[src/rtl/osc_sup_pkg.sv]
package osc_sup_pkg;

    localparam int ADDR_W = 5;

    typedef enum logic [ADDR_W-1:0] {
        RA_THR  = 5'h00,
        RA_EN   = 5'h04,
        RA_DET  = 5'h08,
        RA_MASK = 5'h0C,
        RA_STOP = 5'h10,
        RA_STAT = 5'h14
    } reg_addr_e;

    localparam int unsigned TALLY_SAT = 2;

    typedef struct packed {
        logic [1:0] tally;
        logic       ovf;
    } esc_state_t;

    function automatic logic [1:0] tally_add(input int unsigned base, input int unsigned add);
        int unsigned s;
        s = base + add;
        if (s > TALLY_SAT) s = TALLY_SAT;
        return 2'(s);
    endfunction

endpackage

[src/rtl/osc_sup_chan.sv]
module osc_sup_chan #(
    parameter int CNT_W = 8
) (
    input  logic             clk,
    input  logic             rst,
    input  logic             alarm_i,
    input  logic             enabled_i,
    input  logic             masked_i,
    input  logic [CNT_W-1:0] thr_i,
    output logic             trip_o
);
    logic [CNT_W-1:0] cnt_q;
    logic             hit;

    // an alarm only counts on a running, unmasked channel
    assign hit    = alarm_i & enabled_i & ~masked_i;
    assign trip_o = hit && (cnt_q >= thr_i);

    always_ff @(posedge clk) begin
        if (rst) begin
            cnt_q <= '0;
        end else if (!enabled_i || trip_o) begin
            cnt_q <= '0;
        end else if (hit) begin
            cnt_q <= cnt_q + 1'b1;
        end
    end

endmodule

[src/rtl/osc_sup_regs.sv]
module osc_sup_regs
    import osc_sup_pkg::*;
#(
    parameter int NUM_CH = 32,
    parameter int CNT_W  = 8
) (
    input  logic              clk,
    input  logic              rst,
    input  logic              wr_i,
    input  logic [ADDR_W-1:0] addr_i,
    input  logic [NUM_CH-1:0] wdata_i,
    input  logic [NUM_CH-1:0] trip_i,
    input  esc_state_t        esc_i,
    output logic [CNT_W-1:0]  thr_o,
    output logic [NUM_CH-1:0] en_o,
    output logic [NUM_CH-1:0] det_o,
    output logic [NUM_CH-1:0] mask_o,
    output logic [NUM_CH-1:0] stop_o,
    output logic [NUM_CH-1:0] rdata_o,
    output logic              ack_o
);
    logic [CNT_W-1:0]  thr_q;
    logic [NUM_CH-1:0] en_q, det_q, mask_q, stop_q;
    logic [NUM_CH-1:0] en_d, stop_d;
    logic              wr_en, wr_stop;

    assign wr_en   = wr_i && (addr_i == RA_EN);
    assign wr_stop = wr_i && (addr_i == RA_STOP);
    assign ack_o   = wr_i && (addr_i == RA_STAT) && wdata_i[0];

    // software writes first, hardware trips override per channel
    always_comb begin
        en_d   = wr_en ? wdata_i : en_q;
        stop_d = stop_q;
        if (wr_en)   stop_d = stop_q & ~wdata_i;
        if (wr_stop) stop_d = wdata_i;
        en_d   = en_d & ~trip_i;
        stop_d = stop_d | trip_i;
    end

    always_ff @(posedge clk) begin
        if (rst) begin
            thr_q  <= '1;
            en_q   <= '0;
            det_q  <= '0;
            mask_q <= '0;
            stop_q <= '0;
        end else begin
            en_q   <= en_d;
            stop_q <= stop_d;
            if (wr_i && addr_i == RA_THR)  thr_q  <= wdata_i[CNT_W-1:0];
            if (wr_i && addr_i == RA_DET)  det_q  <= wdata_i;
            if (wr_i && addr_i == RA_MASK) mask_q <= wdata_i;
        end
    end

    always_comb begin
        case (addr_i)
            RA_THR:  rdata_o = NUM_CH'(thr_q);
            RA_EN:   rdata_o = en_q;
            RA_DET:  rdata_o = det_q;
            RA_MASK: rdata_o = mask_q;
            RA_STOP: rdata_o = stop_q;
            RA_STAT: rdata_o = NUM_CH'(esc_i);
            default: rdata_o = '0;
        endcase
    end

    assign thr_o  = thr_q;
    assign en_o   = en_q;
    assign det_o  = det_q;
    assign mask_o = mask_q;
    assign stop_o = stop_q;

endmodule

[src/rtl/osc_sup_esc.sv]
module osc_sup_esc
    import osc_sup_pkg::*;
#(
    parameter int NUM_CH = 32
) (
    input  logic              clk,
    input  logic              rst,
    input  logic [NUM_CH-1:0] trip_i,
    input  logic              ack_i,
    output esc_state_t        esc_o,
    output logic              ovf_o
);
    localparam int EVT_W = $clog2(NUM_CH + 1);

    logic [EVT_W-1:0] evt;
    logic [1:0]       base, tally_d, tally_q;
    logic             ovf_q, ovf_d;

    always_comb begin
        evt = '0;
        for (int i = 0; i < NUM_CH; i++) begin
            evt = evt + EVT_W'(trip_i[i]);
        end
    end

    // acknowledge is applied before the events of the same cycle
    always_comb begin
        base    = ack_i ? 2'd0 : tally_q;
        tally_d = tally_add(32'(base), 32'(evt));
        ovf_d   = ((ack_i ? 1'b0 : ovf_q) | (32'(tally_d) == TALLY_SAT));
    end

    always_ff @(posedge clk) begin
        if (rst) begin
            tally_q <= '0;
            ovf_q   <= 1'b0;
        end else begin
            tally_q <= tally_d;
            ovf_q   <= ovf_d;
        end
    end

    assign esc_o.tally = tally_q;
    assign esc_o.ovf   = ovf_q;
    assign ovf_o       = ovf_q;

endmodule

[src/rtl/osc_sup_top.sv]
module osc_sup_top
    import osc_sup_pkg::*;
#(
    parameter int NUM_CH = 32,
    parameter int CNT_W  = 8
) (
    input  logic              clk,
    input  logic              rst,
    input  logic              reg_wr,
    input  logic [ADDR_W-1:0] reg_addr,
    input  logic [NUM_CH-1:0] reg_wdata,
    output logic [NUM_CH-1:0] reg_rdata,
    input  logic [NUM_CH-1:0] alarm_i,
    output logic [NUM_CH-1:0] osc_en_o,
    output logic [NUM_CH-1:0] osc_detune_o,
    output logic              shutdown_ovf_o
);
    logic [CNT_W-1:0]  thr_w;
    logic [NUM_CH-1:0] en_w, mask_w, stop_w, trip_w;
    logic              ack_w;
    esc_state_t        esc_w;

    osc_sup_regs #(.NUM_CH(NUM_CH), .CNT_W(CNT_W)) u_regs (
        .clk    (clk),
        .rst    (rst),
        .wr_i   (reg_wr),
        .addr_i (reg_addr),
        .wdata_i(reg_wdata),
        .trip_i (trip_w),
        .esc_i  (esc_w),
        .thr_o  (thr_w),
        .en_o   (en_w),
        .det_o  (osc_detune_o),
        .mask_o (mask_w),
        .stop_o (stop_w),
        .rdata_o(reg_rdata),
        .ack_o  (ack_w)
    );

    for (genvar g = 0; g < NUM_CH; g++) begin : g_chan
        osc_sup_chan #(.CNT_W(CNT_W)) u_chan (
            .clk      (clk),
            .rst      (rst),
            .alarm_i  (alarm_i[g]),
            .enabled_i(en_w[g]),
            .masked_i (mask_w[g]),
            .thr_i    (thr_w),
            .trip_o   (trip_w[g])
        );
    end

    osc_sup_esc #(.NUM_CH(NUM_CH)) u_esc (
        .clk   (clk),
        .rst   (rst),
        .trip_i(trip_w),
        .ack_i (ack_w),
        .esc_o (esc_w),
        .ovf_o (shutdown_ovf_o)
    );

    assign osc_en_o = en_w;

endmodule

[config.mk]
export PLATFORM = sky130hd
export DESIGN_NAME = osc_sup_top
export DESIGN_NICKNAME = d
export VERILOG_FILES = /design/src/rtl/osc_sup_pkg.sv /design/src/rtl/osc_sup_chan.sv /design/src/rtl/osc_sup_regs.sv /design/src/rtl/osc_sup_esc.sv /design/src/rtl/osc_sup_top.sv
export SDC_FILE = /design/constraint.sdc
export NUM_CORES = 1
export LEC_CHECK = 0
export CAP_MARGIN = 20
export CORE_UTILIZATION = 35
export DETAILED_ROUTE_END_ITERATION = 6
export PLACE_DENSITY_LB_ADDON = 0.3
export SLEW_MARGIN = 5
export SYNTH_ARGS = -nofsm -noshare
export SYNTH_HDL_FRONTEND = slang
export SYNTH_SLANG_ARGS = --single-unit
[constraint.sdc]
create_clock -name clk -period 10.07 [get_ports clk]
set_input_delay 2.014 -clock clk [delete_from_list [all_inputs] [get_ports clk]]
set_output_delay 2.014 -clock clk [all_outputs]
set_load 0.005 [all_outputs]
==> flow_metrics.tcl <==
set metrics [dict create \
    cp.arrival_ns 8.83 \
    routedWlPerCell_um 18.1 \
    skew_ns 0.0200 \
    ff_latch_area_sq_um 7910 \
    cts.sink_count 395 \
    relSlewSlack_pct 27.6 \
    ios 169 \
    drt_iter0_drc 1359 \
    grt_usage_pct 20.7 \
    insertion_delay_ns 0.59 \
    final_common_cell "nand2_1" \
    yosysWarnings 0 \
    coreArea_sq_um 68600 \
    grt_max_degree 63 \
    htreeDepth 2 \
    endpoint "u_esc.ovf_o" \
    synth_seq_cells 395 \
    grt-ovfl-total 0 \
    slew_viol_final 0 \
    holdBufCountCts 0 \
    cp.required_ns 10.51 \
    synth_cell_type_count 52 \
    worst_slew_pin_slew_ns 1.08 \
    post_cts_buffers 0 \
    syn_inst 2954 \
    drc 0 \
    drive_above_1_share_pct 4.30 \
    firstDrtPassIters 5 \
    met1_usage_pct 27.8 \
    min_period_over_period_pct 83.3 \
    ant_nets 0 \
    place_congestion 0.827 \
    status "finished, final reports clean" \
    vias 21397 \
    die_area_sq_um 70500 \
    setup_viol 0 \
    cp-start-kind "flop" \
    die_y_um 265 \
    async_flop_share_pct 0 \
    fill_cells 6883 \
    hold_viol_final 0 \
    die_x_um 265 \
    criticalPathCategory "flop to flop" \
    swShare_pct 23.1 \
    total_leakage_power_nw 11.3 \
    rows 96 \
    root_buffer "clkbuf_16" \
    r2r_slack_ns 1.68 \
    synthesis.area_sq_um 24300 \
    area_growth_pct 16.9 \
    powerDensity_nw_per_um2 119 \
    p_seq_share_pct 46.4 \
    grt-busiest-layer "met2" \
    r2r-start "u_regs.thr_o[1]" \
    power_switching_uw 781 \
    place_hpwl_um 51200 \
    cp-end-kind "flop" \
    period_needed_ns 8.39 \
    synthFlopType "dfxtp_1" \
    pwr-share-clk_pct 50.3 \
    rsz0062_at_grt "false" \
    cts_buffers 46 \
    via_per_inst 5.26 \
    holdCritPathClass "flop to flop" \
    cts_tree "yes" \
    synth_edf_count 0 \
    ir_drop_uv 116 \
    cts_resized 0 \
    cp_max_fo 23 \
    use_met2_pct 33.9 \
    grt_pass1_wl_um 115000 \
    fin_util_pct 41.4 \
    wirelength_um 73900 \
    antenna_found_initial 1 \
    holdWs_ns 0.468 \
    finalSetupTns_ns 0 \
    avgSynthCellArea_sq_um 8.23 \
    intPower_mw 2.61 \
    start_util_pct 35.4 \
    r2r_end "u_esc.ovf_o" \
    layout_common_cells "nand2_1 (481), dfxtp_1 (394), ha_1 (298)" \
    p_total_mw 3.39 \
    grt_pass1_vias 19884 \
    multiInputGateArea_sq_um 15500 \
    rr_worst_depth 23 \
    clkTransAtPathRegs_ns 0.06 \
    cap_viol_max_count 0 \
    grt_use_met3_pct 2.89 \
    nNetsFinal 3497 \
    syn_nets 3349 \
    power_frac_comb_pct 3.3 \
    clock_path_buffers 3 \
    numPortBuffers 168 \
    finalInstanceArea_sq_um 28400 \
    ys_seq_area_share_pct 32.5 \
    fmax_mhz 119 \
    post_dp_cell_area_sq_um 26900 \
    crit_start "u_regs.thr_o[1]" \
]
[metrics by stage]
stage	setup slack (ns)	std cells
CTS	1.66	4068
floorplan	1.83	2954
finish	1.68	4070
global placement	1.14	3985
detailed placement	1.07	3985
global route	1.37	4068
[power by group through the flow]
| stage | registers (mW) | clock network, mW | logic (mW) |
|---|---|---|---|
| final | 1.57 | 1.70 | 0.113 |
| after global routing | 1.57 | 1.80 | 0.121 |
| after CTS | 1.57 | 1.74 | 0.113 |
| after detailed placement | 1.61 | 0 | 0.113 |
| after global placement | 1.61 | 0 | 0.112 |
| after floorplan | 1.60 | 0 | 0.0419 |
[metal layers]
| metal | wire, um | vias up |
|---|---|---|
| met5 | 13 | - |
| met4 | 2060 | 2 |
| met3 | 4080 | 100 |
| met2 | 33300 | 473 |
| met1 | 34400 | 10001 |
| li1 | - | 10821 |
[critical path: stages, from the launching register on]
cell	delay, ns
dfxtp_1	0.33
inv_2	0.61
ha_1	0.37
a2111o_1	0.38
a21oi_1	0.41
nand2b_1	0.22
inv_1	0.08
ha_1	0.28
inv_1	0.06
fa_1	0.53
inv_1	0.06
fa_1	0.57
fa_1	0.45
fa_1	0.53
fa_1	0.55
inv_1	0.05
fa_1	0.50
fa_1	0.47
fa_1	0.50
fa_1	0.58
inv_1	0.05
a2111oi_0	0.35
and3_1	0.25
a31oi_1	0.09
[cell families after synthesis]
| kind of cell | after synthesis | share of synthesized area, % |
|---|---|---|
| xor gates and xnor gates | 132 | 4.76 |
| DFF | 395 | 32.5 |
| adders and majority gates | 323 | 17.4 |
| AOI/OAI and AO/OA | 600 | 15.4 |
| and+or+nand+nor | 1308 | 26.2 |
| buffers and inverters | 196 | 3.70 |
[sequential cells by signal (all words and copies together), names as in the netlist]
name                 flops
u_regs.thr_o             8
u_esc.tally_q            2
u_regs.en_o             32
u_regs.stop_o           32
u_regs.det_o            32
u_regs.mask_o           32
u_esc.ovf_o              1
g_chan.u_chan.cnt_q    256
[final cells by class]
class                      instances  area share [%]
antenna                            2          0.0176
clock buffer                      67            4.82
clock inverter                    16           0.533
inverter                         100            1.32
multi-input combinational       2363            54.7
sequential                       395            27.8
tap                              931            4.10
timing repair buffer             196            6.71
[synthesized netlist by cell type, drive strengths merged, types with 31 or more instances]
master	n	area (sq um)
nor2	219	837
o21bai	31	233
nand3b	46	345
dfxtp	395	7910
o21ai	82	410
buf	56	374
a22oi	62	465
nor3	42	226
xor2	108	946
clkbuf	40	150
nand4	76	475
a21oi	254	1270
nand2	484	1820
nand2b	121	757
and3	52	325
inv	100	375
ha	298	3730
a31oi	91	607
nand3	171	856
[worst min path at each step]
stage | startpoint | endpoint | slack (ns) | cells after the start
2_1_floorplan | u_regs.mask_o[0] | u_regs.mask_o[0] | 0.45 | 2
3_3_place_gp | u_regs.det_o[10] | u_regs.det_o[10] | 0.46 | 2
3_5_place_dp | u_regs.det_o[14] | u_regs.det_o[14] | 0.46 | 2
4_1_cts | u_regs.det_o[14] | u_regs.det_o[14] | 0.47 | 2
5_1_grt | u_regs.mask_o[8] | u_regs.mask_o[8] | 0.49 | 2
6_report | u_regs.det_o[23] | u_regs.det_o[23] | 0.47 | 2
Power figures use the tool's default switching activity.
